### config.mk
export PLATFORM = sky130hd
export DESIGN_NAME = hamm_syn_fix
export DESIGN_NICKNAME = d
export VERILOG_FILES = /design/src/rtl/hamm_syn_pkg.sv /design/src/rtl/hamm_popcnt.sv /design/src/rtl/hamm_classify.sv /design/src/rtl/hamm_byte_patch.sv /design/src/rtl/hamm_syn_fix.sv
export SDC_FILE = /design/constraint.sdc
export NUM_CORES = 1
export LEC_CHECK = 0
export BUFFER_PORTS_ARGS = -buffer_cell sky130_fd_sc_hd__buf_2
export CAP_MARGIN = 20
export CELL_PAD_IN_SITES_DETAIL_PLACEMENT = 1
export CELL_PAD_IN_SITES_GLOBAL_PLACEMENT = 1
export CORE_UTILIZATION = 36
export CTS_CLUSTER_SIZE = 24
export DETAILED_ROUTE_END_ITERATION = 8
export GPL_ROUTABILITY_DRIVEN = 0
export HOLD_SLACK_MARGIN = 0.06
export PLACE_DENSITY = 0.94
export SYNTH_ARGS = -nofsm -noshare
export SYNTH_HDL_FRONTEND = slang
export SYNTH_SLANG_ARGS = --single-unit
### constraint.sdc
create_clock -name clk -period 1.9 [get_ports clk]
set_input_delay 0.19 -clock clk [delete_from_list [all_inputs] [get_ports clk]]
set_output_delay 0.19 -clock clk [all_outputs]
set_load 0.01 [all_outputs]
### src/rtl/hamm_syn_pkg.sv
package hamm_syn_pkg;

  localparam int BIT_IDX_W = 3;
  localparam int BYTE_W    = 1 << BIT_IDX_W;

  typedef enum logic [1:0] {
    ECC_CLEAN    = 2'b00,
    ECC_CODE_ERR = 2'b01,
    ECC_FIXED    = 2'b10,
    ECC_FATAL    = 2'b11
  } ecc_res_e;

endpackage

### src/rtl/hamm_popcnt.sv
module hamm_popcnt #(
  parameter  int W    = 22,
  localparam int LEAF = 1 << $clog2(W),
  localparam int CW   = $clog2(W + 1)
) (
  input  logic [W-1:0]  vec,
  output logic [CW-1:0] cnt
);

  // heap-ordered adder tree: node 1 is the root, leaves at LEAF..2*LEAF-1
  logic [CW-1:0] node [1:2*LEAF-1];

  for (genvar i = 0; i < LEAF; i++) begin : g_leaf
    if (i < W) begin : g_on
      assign node[LEAF+i] = CW'(vec[i]);
    end else begin : g_pad
      assign node[LEAF+i] = '0;
    end
  end

  for (genvar n = 1; n < LEAF; n++) begin : g_sum
    assign node[n] = node[2*n] + node[2*n+1];
  end

  assign cnt = node[1];

endmodule

### src/rtl/hamm_classify.sv
module hamm_classify
  import hamm_syn_pkg::*;
#(
  parameter  int HALF_W = 11,
  localparam int SYN_W  = 2 * HALF_W,
  localparam int CNT_W  = $clog2(SYN_W + 1)
) (
  input  logic [SYN_W-1:0]  calc,
  input  logic [SYN_W-1:0]  stor,
  input  logic [CNT_W-1:0]  ones,
  output logic [SYN_W-1:0]  syn,
  output ecc_res_e          cls,
  output logic [HALF_W-1:0] loc
);

  logic [HALF_W-1:0] calc_fold;
  logic [HALF_W-1:0] stor_fold;
  logic              pairs_split;
  logic              trivially_clean;

  assign syn       = calc ^ stor;
  assign calc_fold = calc[HALF_W-1:0] ^ calc[SYN_W-1:HALF_W];
  assign stor_fold = stor[HALF_W-1:0] ^ stor[SYN_W-1:HALF_W];
  // every line parity and its complement disagree in exactly one member
  assign pairs_split     = &(calc_fold ^ stor_fold);
  assign trivially_clean = (syn == '0) || (calc == '0) || (stor == '0);

  always_comb begin
    if (trivially_clean) begin
      cls = ECC_CLEAN;
    end else if (ones == CNT_W'(1)) begin
      cls = ECC_CODE_ERR;
    end else if ((ones == CNT_W'(HALF_W)) && pairs_split) begin
      cls = ECC_FIXED;
    end else begin
      cls = ECC_FATAL;
    end
  end

  assign loc = (cls == ECC_FIXED) ? syn[HALF_W-1:0] : '0;

endmodule

### src/rtl/hamm_byte_patch.sv
module hamm_byte_patch
  import hamm_syn_pkg::*;
#(
  parameter int OFS_W = 8
) (
  input  logic                 armed,
  input  logic [OFS_W-1:0]     tgt_ofs,
  input  logic [BIT_IDX_W-1:0] tgt_bit,
  input  logic [OFS_W-1:0]     ofs,
  input  logic [BYTE_W-1:0]    din,
  output logic [BYTE_W-1:0]    dout
);

  logic hit;
  assign hit = armed && (ofs == tgt_ofs);

  for (genvar b = 0; b < BYTE_W; b++) begin : g_bit
    assign dout[b] = din[b] ^ (hit && (tgt_bit == BIT_IDX_W'(b)));
  end

endmodule

### src/rtl/hamm_syn_fix.sv
module hamm_syn_fix
  import hamm_syn_pkg::*;
#(
  parameter  int CODE_W = 24,
  parameter  int HALF_W = 11,
  localparam int SYN_W  = 2 * HALF_W,
  localparam int CNT_W  = $clog2(SYN_W + 1),
  localparam int OFS_W  = HALF_W - BIT_IDX_W
) (
  input  logic                 clk,
  input  logic                 rst_n,
  input  logic                 start,
  input  logic [CODE_W-1:0]    calc_code,
  input  logic [CODE_W-1:0]    stored_code,
  output logic                 done,
  output logic [1:0]           result,
  output logic [OFS_W-1:0]     fix_byte,
  output logic [BIT_IDX_W-1:0] fix_bit,
  input  logic [OFS_W-1:0]     patch_ofs,
  input  logic [BYTE_W-1:0]    patch_in,
  output logic [BYTE_W-1:0]    patch_out
);

  logic [SYN_W-1:0]  calc_lo;
  logic [SYN_W-1:0]  stor_lo;
  logic [SYN_W-1:0]  syn;
  logic [CNT_W-1:0]  ones;
  ecc_res_e          cls_c;
  logic [HALF_W-1:0] loc_c;
  ecc_res_e          res_q;
  logic [HALF_W-1:0] loc_q;
  logic              unused_hi;

  assign calc_lo   = calc_code[SYN_W-1:0];
  assign stor_lo   = stored_code[SYN_W-1:0];
  assign unused_hi = ^{calc_code[CODE_W-1:SYN_W], stored_code[CODE_W-1:SYN_W]};

  hamm_popcnt #(.W(SYN_W)) u_pop (
    .vec (syn),
    .cnt (ones)
  );

  hamm_classify #(.HALF_W(HALF_W)) u_cls (
    .calc (calc_lo),
    .stor (stor_lo),
    .ones (ones),
    .syn  (syn),
    .cls  (cls_c),
    .loc  (loc_c)
  );

  always_ff @(posedge clk or negedge rst_n) begin
    if (!rst_n) begin
      done  <= 1'b0;
      res_q <= ECC_CLEAN;
      loc_q <= '0;
    end else begin
      done <= start;
      if (start) begin
        res_q <= cls_c;
        loc_q <= loc_c;
      end
    end
  end

  assign result   = res_q;
  assign fix_bit  = loc_q[BIT_IDX_W-1:0];
  assign fix_byte = loc_q[HALF_W-1:BIT_IDX_W];

  hamm_byte_patch #(.OFS_W(OFS_W)) u_patch (
    .armed   (res_q == ECC_FIXED),
    .tgt_ofs (fix_byte),
    .tgt_bit (fix_bit),
    .ofs     (patch_ofs),
    .din     (patch_in),
    .dout    (patch_out)
  );

  assert_done_follows_start_R7: assert property (@(posedge clk) disable iff (!rst_n)
    start |=> done);

  assert_done_single_R7: assert property (@(posedge clk) disable iff (!rst_n)
    !start |=> !done);

  assert_hold_idle_R8: assert property (@(posedge clk) disable iff (!rst_n)
    !start |=> ($stable(result) && $stable(fix_byte) && $stable(fix_bit)));

  assert_equal_codes_clean_R2: assert property (@(posedge clk) disable iff (!rst_n)
    (start && (calc_lo == stor_lo)) |=> (result == 2'b00));

  assert_single_bit_code_err_R3: assert property (@(posedge clk) disable iff (!rst_n)
    (start && ($countones(calc_lo ^ stor_lo) == 1) && (calc_lo != '0) && (stor_lo != '0))
      |=> (result == 2'b01));

  assert_fixed_has_eleven_R4: assert property (@(posedge clk) disable iff (!rst_n)
    (done && (result == 2'b10)) |-> ($countones($past(calc_lo ^ stor_lo)) == HALF_W));

  assert_loc_zero_unless_fixed_R5: assert property (@(posedge clk) disable iff (!rst_n)
    (result != 2'b10) |-> ((fix_byte == '0) && (fix_bit == '0)));

  assert_patch_passthrough_R9: assert property (@(posedge clk) disable iff (!rst_n)
    ((result != 2'b10) || (patch_ofs != fix_byte)) |-> (patch_out == patch_in));

endmodule

==> summary.md <==
The detailed-routed wire length on met2 is 4340 µm. The top flip-flop cell by instance count after synthesis is sky130_fd_sc_hd__dfrtp_1. The tools report the via count of the routed design as 2086.

The area of the core came out at 0.00527 mm². During synthesis, Yosys emitted a total of 0 warnings. Synthesis produced a netlist whose cell count is 192. For the global-route wire length before repair, the log shows 11700 µm.

From synthesis to final layout, the design area changed by 58.7%. The net switching share of the total power came out at 0.478. In this run the top signal layer used is met4. For this block, the initial DRC count from the detailed router was 77. Number of enable-type register cells in the synthesized netlist: 0. The critical path in this run is classified as in2reg. The part of the cycle the worst path needs came out at 2.60.

The largest driver fanout on the critical path works out to 8. For the pin with the worst max-slew slack, the measured transition is 0.493 ns. In the routed design, unresolved DRC markers number 0. The tools report the cell chosen for the clock root as sky130_fd_sc_hd__clkbuf_8. The share of layout cells above drive strength 1 works out to 0.585. The tools report the total clock sinks as 14. The tools report the beginning of the critical path as calc_code[19].

For the required time at the endpoint of the critical path, the log shows 2.04 ns. The flow ran to the end, but the final reports show violations. In this run the worst hold path is classified as in2reg. The routed wire length came out at 7680 µm.

In the final timing run, aggregate negative setup slack is -42.54 ns. The final reports fail on negative setup slack. Once layout is complete, the cells apart from fillers number 395. The clock power share was 0.077. The worst-case IR drop observed on VDD is 0.889 mV. The starting density of the core was 0.385.

Clock-pin slew was measured on the worst setup and hold paths at 0.07 ns. Setup repair after global routing could not meet its margin everywhere. Count of pins on the block boundary: 89. STA classifies the critical path endpoint as a register.

For this design the ratio of total power to cell area is 1230 mW/mm². The die width was 77.1 µm. After synthesis the netlist holds a flip-flop and latch count of 14.

Counting along the longest clock path gives a buffer depth of 2. In this run the static leakage power is 1.57 nW. The sequential share of power was 0.080. The final clock skew is 0 ns. The sequential share of the synthesized area was 0.173. TritonCTS built the clock tree.

The completed layout was analyzed and its total power is 3.97 mW. The startpoint identified for the worst register-to-register timing path is loc_q[2]. For the insertion delay of the later-clocked pin in the worst-skew pair, the log shows 0.26 ns.

The combinational share of power was 0.842; the post-layout utilization of the core was 0.612. The tools report the H-tree depth as 1. After detailed placement, the design holds a cell count of 384. Entering global routing, the biggest net connects 25 pins. The analysis attributes to net switching a power of 1.90 mW.

The number of nets handed over by synthesis was 282. The floorplan has 26 rows. The synthesized netlist contains 31 unique library cells.

The run gives 0 as the initial antenna violation count. Setup violations remaining at the end of the flow were counted as 21. The die extent in y works out to 77.1 µm. The post-layout instance area was 0.00322 mm². Critical path capture point: loc_q[10]. For this block, wires on met1 add up to 2560 µm. Derived from the worst setup path, the maximum achievable clock frequency is 202 MHz. The worst path setup slack after routing was -3.05 ns.

The post-synthesis instance area was 0.00203 mm². Internal cell power: 2.07 mW. Wire segments on met3 add up to 392 µm in the final route. Summing all placed instances gives a cell area of 0.00288 mm². Dividing the detail-routed wire length by the instance count gives 19.4 µm. The sum of overflow across all layers after global routing was 0; the proportion of synthesized flip-flops having asynchronous set or reset was 1.00.

The depth of the worst register-to-register path is 2. The max-slew violation total from the final report is 0. After layout, the minimum clock period comes to 4.95 ns. A synthesized cell averages 10.6 µm².

Timing analysis after detailed placement gives a worst setup slack of -3.47 ns. The logs give 2438 for the via count of the first global-routing pass and 0 for the hold violation count in the final report. The tools report the endpoint of the most critical register-to-register path as loc_q[2]. In the layout the commonest cells are 80 x sky130_fd_sc_hd__buf_2, 46 x sky130_fd_sc_hd__buf_4, 18 x sky130_fd_sc_hd__xor2_1, 17 x sky130_fd_sc_hd__xnor2_1, 17 x sky130_fd_sc_hd__nand2_1. Once detailed placement completed, the half-perimeter wirelength came to 6150 µm.

The detail route stage leaves a number of antenna-violating nets equal to 0. The worst register-to-register path has a setup slack of 0.87 ns. The tools report the relative slew slack as 0.672.

In the routed layout, each cell is associated on average with a via count of 5.28. The first TritonRoute pass finished after 4 iterations. The tools report the die area as 0.00595 mm². The most common library cell in the layout ignoring fill and taps is sky130_fd_sc_hd__buf_2. The number of port buffers works out to 84.

The number of max-cap violations is 0. The CTS buffer count was 3; the number of antenna diodes was 0. The final layout contains 416 nets. STA puts the critical path data arrival time at 5.09 ns. The worst setup path is launched from an input pin. The tools report the worst hold slack across all endpoints as 0.0868 ns. The overall global routing resource usage is 0.258.
cell families (layout without fill, tap and decap cells):
group	count (synthesis)	in the layout	synth area share
and+or+nand+nor	63	63	0.178
xor gates and xnor gates	50	50	0.293
buffers and inverters	25	158	0.0536
adders and majority gates	23	23	0.197
AOI/OAI and AO/OA	17	17	0.105
DFF	14	14	0.173
cell usage after synthesis (5+ instances only):
library cell / instances / share of area
sky130_fd_sc_hd__nor4_1: 12 / 0.037
sky130_fd_sc_hd__xor2_1: 21 / 0.091
sky130_fd_sc_hd__xnor2_1: 17 / 0.073
sky130_fd_sc_hd__fa_1: 15 / 0.15
sky130_fd_sc_hd__o41ai_2: 10 / 0.080
sky130_fd_sc_hd__nor2_1: 5 / 0.0092
sky130_fd_sc_hd__ha_1: 8 / 0.049
sky130_fd_sc_hd__dfrtp_1: 14 / 0.17
sky130_fd_sc_hd__nand4_1: 7 / 0.022
sky130_fd_sc_hd__xnor2_2: 6 / 0.048
sky130_fd_sc_hd__xnor2_4: 6 / 0.081
sky130_fd_sc_hd__nand2_1: 18 / 0.033
sky130_fd_sc_hd__inv_1: 19 / 0.035
registers in the layout, indices dropped and copies added, names as in the netlist:
signal	cells
result	2
done	1
loc_q	11
routing by layer:
layer | GRT usage | up-vias
li1 | - | 941
met1 | 0.234 | 1014
met2 | 0.535 | 106
met3 | 0.0405 | 25
met4 | 0.128 | 0
met5 | 0 | -
how the worst min path moves through the flow:
stage | cells past startpoint | endpoint | startpoint
2_1_floorplan | 0 | done | rst_n
3_3_place_gp | 1 | done | rst_n
3_5_place_dp | 1 | result[0] | rst_n
4_1_cts | 1 | done | start
5_1_grt | 1 | done | start
6_report | 1 | done | start
cell type report:
class / count / area (µm²)
well taps: 70 / 87.6
multi-input cells: 153 / 1800
inverters: 19 / 71.3
clock buffers: 4 / 55.1
repair buffers: 135 / 858
flip-flops and latches: 14 / 350
fillers: 606 / 2050
power by group through the flow:
stage	Clock, mW	Combinational [mW]	Sequential [mW]
after floorplan	0	1.81	0.331
after detailed placement	0	2.84	0.325
after global placement	0	2.56	0.324
after global routing	0.321	3.60	0.322
after CTS	0.310	3.08	0.320
final	0.307	3.35	0.319
critical path, cell delays in order:
cell,delay (ns)
sky130_fd_sc_hd__buf_8,0.11
sky130_fd_sc_hd__xor2_4,0.18
sky130_fd_sc_hd__inv_2,0.06
sky130_fd_sc_hd__ha_4,0.27
sky130_fd_sc_hd__inv_2,0.04
sky130_fd_sc_hd__fa_1,0.50
sky130_fd_sc_hd__fa_1,0.45
sky130_fd_sc_hd__fa_1,0.55
sky130_fd_sc_hd__fa_1,0.44
sky130_fd_sc_hd__fa_1,0.51
sky130_fd_sc_hd__fa_2,0.20
sky130_fd_sc_hd__inv_2,0.05
sky130_fd_sc_hd__fa_2,0.56
sky130_fd_sc_hd__nand4_1,0.10
sky130_fd_sc_hd__nor4_2,0.24
sky130_fd_sc_hd__nand4b_1,0.18
sky130_fd_sc_hd__buf_6,0.20
sky130_fd_sc_hd__o41ai_4,0.25
timing repair:
action / in CTS / in global routing
setup endpoints to repair: 21 / 21
resized for setup: 29 / 16
buffers inserted: 3 / 3
pin swaps: 8 / 9
endpoints found under the hold margin: 14 / 0
hold buffers: 1 / 0
(Power assumes the default switching activity.)
